$ cat config.mk
export PLATFORM = sky130hd
export DESIGN_NAME = sec_bus_arbiter
export DESIGN_NICKNAME = d
export VERILOG_FILES = /design/src/rtl/arb_pkg.sv /design/src/rtl/sba_mode_reg.sv /design/src/rtl/sba_bus_monitor.sv /design/src/rtl/sba_pick.sv /design/src/rtl/sba_grant_ctl.sv /design/src/rtl/sec_bus_arbiter.sv
export SDC_FILE = /design/constraint.sdc
export NUM_CORES = 1
export LEC_CHECK = 0
export BUFFER_PORTS_ARGS = -buffer_cell sky130_fd_sc_hd__buf_2
export CORE_MARGIN = 3
export CORE_UTILIZATION = 60
export CTS_CLUSTER_DIAMETER = 40
export DETAILED_ROUTE_END_ITERATION = 16
export PLACE_DENSITY = 0.89
export SLEW_MARGIN = 30
export SYNTH_ARGS = -nofsm -noshare
export SYNTH_HDL_FRONTEND = slang
export SYNTH_SLANG_ARGS = --single-unit
$ cat constraint.sdc
create_clock -name clk -period 7.7 [get_ports clk]
set_input_delay 0.385 -clock clk [delete_from_list [all_inputs] [get_ports clk]]
set_output_delay 0.385 -clock clk [all_outputs]
set_load 0.05 [all_outputs]
$ cat src/rtl/arb_pkg.sv
package arb_pkg;
  typedef enum logic {
    SCHEME_SPLIT = 1'b0,
    SCHEME_FLAT  = 1'b1
  } scheme_e;

  function automatic int ring_next(input int cur, input int len);
    return (cur + 1 >= len) ? 0 : cur + 1;
  endfunction
endpackage

$ cat src/rtl/sba_mode_reg.sv
module sba_mode_reg #(
  parameter int AW = 8,
  parameter int DW = 8,
  parameter logic [7:0] MODE_ADDR = 8'h40
) (
  input  logic                clk,
  input  logic                rst,
  input  logic                cfg_we,
  input  logic [AW-1:0]       cfg_addr,
  input  logic [DW-1:0]       cfg_wdata,
  output logic [DW-1:0]       cfg_rdata,
  output arb_pkg::scheme_e    scheme_o
);
  localparam logic [AW-1:0] ADDR = AW'(MODE_ADDR);
  logic hit;
  logic mode_q;

  assign hit = (cfg_addr == ADDR);

  always_ff @(posedge clk) begin
    if (rst) mode_q <= 1'b0;
    else if (cfg_we && hit) mode_q <= cfg_wdata[0];
  end

  assign cfg_rdata = hit ? {{(DW-1){1'b0}}, mode_q} : '0;
  assign scheme_o  = arb_pkg::scheme_e'(mode_q);

  // a write to the mode address lands in the scheme bit
  a_r7_mode_load: assert property (@(posedge clk) disable iff (rst)
    (cfg_we && hit) |=> (scheme_o == arb_pkg::scheme_e'($past(cfg_wdata[0]))));
endmodule

$ cat src/rtl/sba_bus_monitor.sv
module sba_bus_monitor (
  input  logic clk,
  input  logic rst,
  input  logic frame_n,
  input  logic irdy_n,
  output logic start_o
);
  logic idle_q;

  always_ff @(posedge clk) begin
    if (rst) idle_q <= 1'b1;
    else     idle_q <= frame_n & irdy_n;
  end

  assign start_o = idle_q & ~frame_n;
endmodule

$ cat src/rtl/sba_pick.sv
module sba_pick #(
  parameter int NUM_MST = 6,
  parameter int IDX_W   = 3,
  parameter int PTR_W   = 3
) (
  input  logic [NUM_MST-1:0] mst_req_i,
  input  logic               brg_req_i,
  input  arb_pkg::scheme_e   scheme_i,
  input  logic               brg_pri_i,
  input  logic [PTR_W-1:0]   ptr_i,
  output logic [IDX_W-1:0]   winner_o
);
  localparam int NUM_REQ = NUM_MST + 1;
  localparam logic [IDX_W-1:0] BRG_ID = IDX_W'(NUM_MST);

  logic [NUM_REQ-1:0] all_req;
  assign all_req = {brg_req_i, mst_req_i};

  always_comb begin
    int  idx;
    int  base;
    logic found;
    winner_o = BRG_ID;
    found    = 1'b0;
    idx      = 0;
    base     = 0;
    if (scheme_i == arb_pkg::SCHEME_FLAT) begin
      for (int i = 0; i < NUM_REQ; i++) begin
        idx = (int'(ptr_i) + i) % NUM_REQ;
        if (!found && all_req[idx]) begin
          found    = 1'b1;
          winner_o = IDX_W'(idx);
        end
      end
    end else begin
      if (brg_pri_i && brg_req_i) begin
        found    = 1'b1;
        winner_o = BRG_ID;
      end
      base = (int'(ptr_i) >= NUM_MST) ? 0 : int'(ptr_i);
      for (int i = 0; i < NUM_MST; i++) begin
        idx = (base + i) % NUM_MST;
        if (!found && mst_req_i[idx]) begin
          found    = 1'b1;
          winner_o = IDX_W'(idx);
        end
      end
    end
  end
endmodule

$ cat src/rtl/sba_grant_ctl.sv
module sba_grant_ctl #(
  parameter int NUM_MST = 6,
  parameter int IDX_W   = 3,
  parameter int PTR_W   = 3
) (
  input  logic               clk,
  input  logic               rst,
  input  logic               ext_mode_i,
  input  arb_pkg::scheme_e   scheme_i,
  input  logic               start_i,
  input  logic [IDX_W-1:0]   winner_i,
  input  logic               brg_req_i,
  input  logic               ext_gnt_n_i,
  output logic [PTR_W-1:0]   ptr_o,
  output logic               brg_pri_o,
  output logic [NUM_MST-1:0] mst_gnt_n_o,
  output logic               brg_gnt_o
);
  localparam int NUM_REQ = NUM_MST + 1;
  localparam logic [IDX_W-1:0] BRG_ID  = IDX_W'(NUM_MST);
  localparam logic [IDX_W-1:0] NONE_ID = IDX_W'(NUM_MST + 1);

  logic [IDX_W-1:0]   owner_q, owner_d;
  logic [PTR_W-1:0]   ptr_q, ptr_nxt;
  logic               brg_pri_q;
  logic [NUM_MST-1:0] gnt_n_q;
  logic               brg_gnt_q;
  logic               ext_q;
  logic               advance;

  always_comb begin
    if (ext_mode_i)               owner_d = NONE_ID;
    else if (owner_q == NONE_ID)  owner_d = winner_i;
    else if (winner_i != owner_q) owner_d = NONE_ID;
    else                          owner_d = owner_q;
  end

  assign advance = start_i && !ext_mode_i && (owner_q != NONE_ID);

  always_comb begin
    if (scheme_i == arb_pkg::SCHEME_FLAT)
      ptr_nxt = PTR_W'(arb_pkg::ring_next(int'(owner_q), NUM_REQ));
    else
      ptr_nxt = PTR_W'(arb_pkg::ring_next(int'(owner_q), NUM_MST));
  end

  always_ff @(posedge clk) begin
    if (rst) begin
      owner_q   <= NONE_ID;
      ptr_q     <= '0;
      brg_pri_q <= 1'b0;
      gnt_n_q   <= '1;
      brg_gnt_q <= 1'b0;
      ext_q     <= 1'b0;
    end else begin
      owner_q <= owner_d;
      ext_q   <= ext_mode_i;
      if (ext_mode_i) begin
        gnt_n_q   <= {{(NUM_MST-1){1'b1}}, ~brg_req_i};
        brg_gnt_q <= ~ext_gnt_n_i;
      end else begin
        for (int k = 0; k < NUM_MST; k++)
          gnt_n_q[k] <= (owner_d != IDX_W'(k));
        brg_gnt_q <= (owner_d == BRG_ID);
      end
      if (advance) begin
        if (owner_q == BRG_ID) begin
          brg_pri_q <= 1'b0;
          if (scheme_i == arb_pkg::SCHEME_FLAT) ptr_q <= '0;
        end else begin
          brg_pri_q <= 1'b1;
          ptr_q     <= ptr_nxt;
        end
      end
    end
  end

  assign ptr_o       = ptr_q;
  assign brg_pri_o   = brg_pri_q;
  assign mst_gnt_n_o = gnt_n_q;
  assign brg_gnt_o   = brg_gnt_q;

  logic [NUM_MST:0] gv;
  assign gv = {brg_gnt_q, ~gnt_n_q};

  // never two owners at once in internal mode
  a_r2_exclusive: assert property (@(posedge clk) disable iff (rst)
    !ext_q |-> $onehot0(gv));

  // a handoff passes through a cycle with no grant
  a_r2_gap: assert property (@(posedge clk) disable iff (rst)
    (!ext_q && (gv != '0)) |=> (ext_q || (gv == '0) || (gv == $past(gv))));

  // rotation state holds between transaction starts
  a_r9_hold_rotation: assert property (@(posedge clk) disable iff (rst)
    !start_i |=> ($stable(ptr_q) && $stable(brg_pri_q)));

  // outside-arbiter mode keeps upper grants high
  a_r10_upper_idle: assert property (@(posedge clk) disable iff (rst)
    ext_mode_i |=> (&gnt_n_q[NUM_MST-1:1]));
endmodule

$ cat src/rtl/sec_bus_arbiter.sv
module sec_bus_arbiter #(
  parameter int NUM_MST = 6,
  parameter int CFG_AW  = 8,
  parameter int CFG_DW  = 8,
  parameter logic [7:0] MODE_ADDR = 8'h40
) (
  input  logic               clk,
  input  logic               rst,
  input  logic               cf_strap_n,
  input  logic [NUM_MST-1:0] mst_req_n,
  output logic [NUM_MST-1:0] mst_gnt_n,
  input  logic               brg_req,
  output logic               brg_gnt,
  input  logic               frame_n,
  input  logic               irdy_n,
  input  logic               cfg_we,
  input  logic [CFG_AW-1:0]  cfg_addr,
  input  logic [CFG_DW-1:0]  cfg_wdata,
  output logic [CFG_DW-1:0]  cfg_rdata
);
  localparam int IDX_W = $clog2(NUM_MST + 2);
  localparam int PTR_W = $clog2(NUM_MST + 1);

  arb_pkg::scheme_e scheme;
  logic             start;
  logic [IDX_W-1:0] winner;
  logic [PTR_W-1:0] ptr;
  logic             brg_pri;
  logic             ext_mode;
  logic [NUM_MST-1:0] req_int;

  assign ext_mode = cf_strap_n;
  assign req_int  = ext_mode ? '0 : ~mst_req_n;

  sba_mode_reg #(.AW(CFG_AW), .DW(CFG_DW), .MODE_ADDR(MODE_ADDR)) u_mode (
    .clk(clk), .rst(rst), .cfg_we(cfg_we), .cfg_addr(cfg_addr),
    .cfg_wdata(cfg_wdata), .cfg_rdata(cfg_rdata), .scheme_o(scheme)
  );

  sba_bus_monitor u_mon (
    .clk(clk), .rst(rst), .frame_n(frame_n), .irdy_n(irdy_n), .start_o(start)
  );

  sba_pick #(.NUM_MST(NUM_MST), .IDX_W(IDX_W), .PTR_W(PTR_W)) u_pick (
    .mst_req_i(req_int), .brg_req_i(brg_req), .scheme_i(scheme),
    .brg_pri_i(brg_pri), .ptr_i(ptr), .winner_o(winner)
  );

  sba_grant_ctl #(.NUM_MST(NUM_MST), .IDX_W(IDX_W), .PTR_W(PTR_W)) u_ctl (
    .clk(clk), .rst(rst), .ext_mode_i(ext_mode), .scheme_i(scheme),
    .start_i(start), .winner_i(winner), .brg_req_i(brg_req),
    .ext_gnt_n_i(mst_req_n[0]), .ptr_o(ptr), .brg_pri_o(brg_pri),
    .mst_gnt_n_o(mst_gnt_n), .brg_gnt_o(brg_gnt)
  );
endmodule

==> reports/qor.yml <==
outcome:
  status: "complete, no violations"
clock_tree:
  post-cts-setup-buffer-count: 0
  h-tree-depth: 1
  clock_sink_count: 16
  clk_latency_ns: 0.25
  clkSlewWorstSetupHoldPaths_ns: 0.06
  cts_resized: 0
  clock_path_buffers: 2
  numCtsBuffers: 3
  clockRootBuffer: "clkbuf_8"
  cts_hold_buffers: 0
  cts_tree: "yes"
finish:
  layout-drive-gt1-share: 0.1520
  num_antenna_cells: 0
  final_cell_area_sq_um: 4408
  fin_cells: 675
  syn_to_final_growth_pct: 3.954
  nets: 638
grt:
  grt_usage: 0.3122
  grt_remaining_overflow: 0
  antenna_found_initial: 0
  grt_max_degree: 43
  grt_pass1_wl_mm: 21.56
  grt_pass1_vias: 4484
floorplan:
  io_pins: 44
  die_x_microns: 90.07
  dieArea_sq_um: 8112
  rows: 30
  coreArea_sq_um: 6832
  die_y_microns: 90.07
  start_util: 0.6207
setup_path:
  cp.arrival_ns: 6.12
  critPathKind: "reg2reg"
  ff2ff_path_depth: 20
  crit_chain: "inv_1 > ha_1 > a21oi_1 > inv_2 > ha_1 > a31oi_1 > xnor2_1 > ha_1 > inv_1 > nand2_1 > nor3b_1 > o21ai_0 > nand4_1 > mux2i_1 > o31ai_1 > o21ai_1 > a21oi_1 > or3_4 > a2111oi_2 > o211ai_1"
  start_kind: "flop"
  path_max_fanout: 20
  slowest_delay_ns: 0.83
  cpMostUsedCell: "ha_1"
  r2r_start: "u_ctl.ptr_o[1]"
  required_ns: 7.78
  r2r-end: "u_ctl.mst_gnt_n_o[3]"
  crit_end: "u_ctl.mst_gnt_n_o[3]"
  startpoint: "u_ctl.ptr_o[1]"
  cp-end-kind: "flop"
  regToRegSetupSlack_ns: 1.66
  cp_slowest_cell: "ha_1"
sta:
  hold_ws_ns: 0.3289
  finalCritPeriodShare: 0.7849
  fin_skew_ns: 0.001080
  maxSlewHeadroom: 0.4024
  drv_slew: 0
  finalSetupTns_ns: 0
  layout_min_cycle_time_ns: 6.044
  worstMarginPinSlew_ns: 0.8964
  final_hold_viol_count: 0
  fmax_mhz: 165.5
  setup_viol: 0
  rsz0062_at_grt: "false"
detailed_routing:
  wl_per_cell_microns: 19.64
  dr.pass1.iters: 9
  drc: 0
  num_vias: 4808
  drtIter0Drc: 503
  antenna_left: 0
  viasPerCell: 7.123
  drt_wl_total_mm: 13.26
run:
  drv_cap: 0
place:
  dp_cells: 671
  numPortBuffers: 29
  routabilityCongestion: 1.013
  hpwlAfterDp_mm: 9.581
  placedInstanceArea_sq_um: 4353
pwr:
  power_switching_uw: 143.9
  internal_power_uw: 190.1
  seq_power_share: 0.273
  total_power_uw: 334.0
  sw_frac_of_total: 0.4308
  p_leak_uw: 0.001695
  peakVddDrop_mv: 0.1579
  power_density_nw_per_um2: 75.77
  power_frac_comb: 0.504
  pwr-share-clk: 0.223
synthesis:
  async_flop_share: 0
  syn_inst: 575
  syn-cell-area_sq_um: 4240
  yosysWarnings: 0
  synth_seq_area_share: 0.07554
  synth.largest_area_cell: "ha_1"
  ys.flop_type: "dfxtp_1"
  syn_avg_cell_area_sq_um: 7.374
  synthTopCellsByArea: "ha_1 (8.6%), dfxtp_1 (7.6%), mux2i_1 (5.2%)"
  synth_edf_count: 0
  synth_top_area_frac: 0.08557
  synthDistinctLibCells: 91
  synth.most_common_cell: "nand2_1"
  ys_seq_elements: 16
  yosys-top-cells-count: "nand2_1 (47), nor2_1 (41), a21oi_1 (39)"
worst_hold_path:
  hold_path_class: "in2reg"
## placed cells by master, fill, tap and decap left out, types with 4 or more instances in the layout
cell       synthesis  routed
nand4_1            9       9
ha_1              29      29
nand2_1           47      47
a2111oi_0          4       4
a21o_1             5       5
inv_1             25      25
xnor2_1           17      17
a22oi_1            6       6
nor4b_1            4       4
mux2i_1           22      22
nand3_1           17      17
a211o_1            7       7
and3_1             7       7
and2_1             4       4
nor2_1            41      41
buf_2              8      29
nor2b_1            7       7
a211oi_1          14      14
a21oi_1           39      39
nor3_1            19      19
or2_2              7       7
a2111o_1           4       4
conb_1             1       7
nand2b_1          11      11
o211ai_1          13      13
clkbuf_8           0       4
o21ai_0           24      24
nand3b_1           6       6
dfxtp_1           16      16
mux2_2            14      14
o31ai_1            8       8
a31oi_1           10      10
or3_1              8       8
mux4_2             6       6
nor4_1             4       4
## how the worst min path moves through the flow
stage / cells past startpoint / end / start
final: 2 / u_mon.idle_q / irdy_n
after global placement: 2 / u_ctl.ptr_o[2] / u_ctl.ptr_o[2]
after global routing: 2 / u_mon.idle_q / irdy_n
after CTS: 2 / u_mon.idle_q / irdy_n
after floorplan: 2 / u_ctl.brg_pri_o / u_ctl.brg_pri_o
after detailed placement: 2 / u_ctl.ptr_o[2] / u_ctl.ptr_o[2]
## critical path, delay by kind of cell (launching register included)
family                     cells  cell delay [ns]
AOI/OAI and AO/OA              8             2.06
adders and majority gates      3             1.57
and+or+nand+nor                4             0.75
buffers and inverters          3             0.64
DFF                            1             0.31
muxes                          1             0.31
xor gates and xnor gates       1             0.23
## flip-flops by register name, summed over array words and instances, names as in the netlist
register and cells:
u_ctl.mst_gnt_n_o 6, u_ctl.owner_q 3, u_ctl.ptr_o 3, u_ctl.brg_gnt_o 1, u_ctl.brg_pri_o 1, u_mode.scheme_o 1, u_mon.idle_q 1
## area by class of cell
| class | count | area (sq um) |
|---|---|---|
| Sequential cell | 16 | 320.3 |
| Timing Repair Buffer | 32 | 167.7 |
| Multi-Input combinational cell | 499 | 3640 |
| Tap cell | 96 | 120.1 |
| Clock buffer | 4 | 55.05 |
| Inverter | 28 | 105.1 |
| Fill cell | 605 | 2424 |
## logic make-up after synthesis
group                    count (synthesis)  share of synthesized area
flip-flops                              16                    0.07554
buffers and inverters                   66                    0.07141
other                                    1                  0.0008844
AO/OA/AOI/OAI                          189                     0.3305
AND/OR/NAND/NOR                        210                     0.2644
adder cells (fa/ha/maj)                 29                    0.08557
multiplexers                            42                     0.1210
XOR/XNOR                                22                    0.05075
## per-layer routing
metal	routed length, microns	part of all wire	track usage
met2	6129	0.46	0.5177
met1	5163	0.39	0.3999
met5	0	0	0
met3	1490	0.11	0.05774
met4	473	0.036	0.1224
## stage by stage
stage                 util  worst slack, ns
floorplan                -            2.680
global placement    0.6372            2.236
detailed placement  0.6372            2.102
CTS                 0.6452            1.904
global route        0.6452            1.375
finish              0.6452            1.656
## power by group through the flow
stage          combinational, uW  sequential [uW]  clock, uW
2_1_floorplan                119             99.0          0
3_5_place_dp                 160             92.6          0
3_3_place_gp                 154             92.4          0
4_1_cts                      163             91.0       74.3
5_1_grt                      180             91.5       78.7
6_report                     168             91.2       74.5
(Power assumes the default switching activity.)
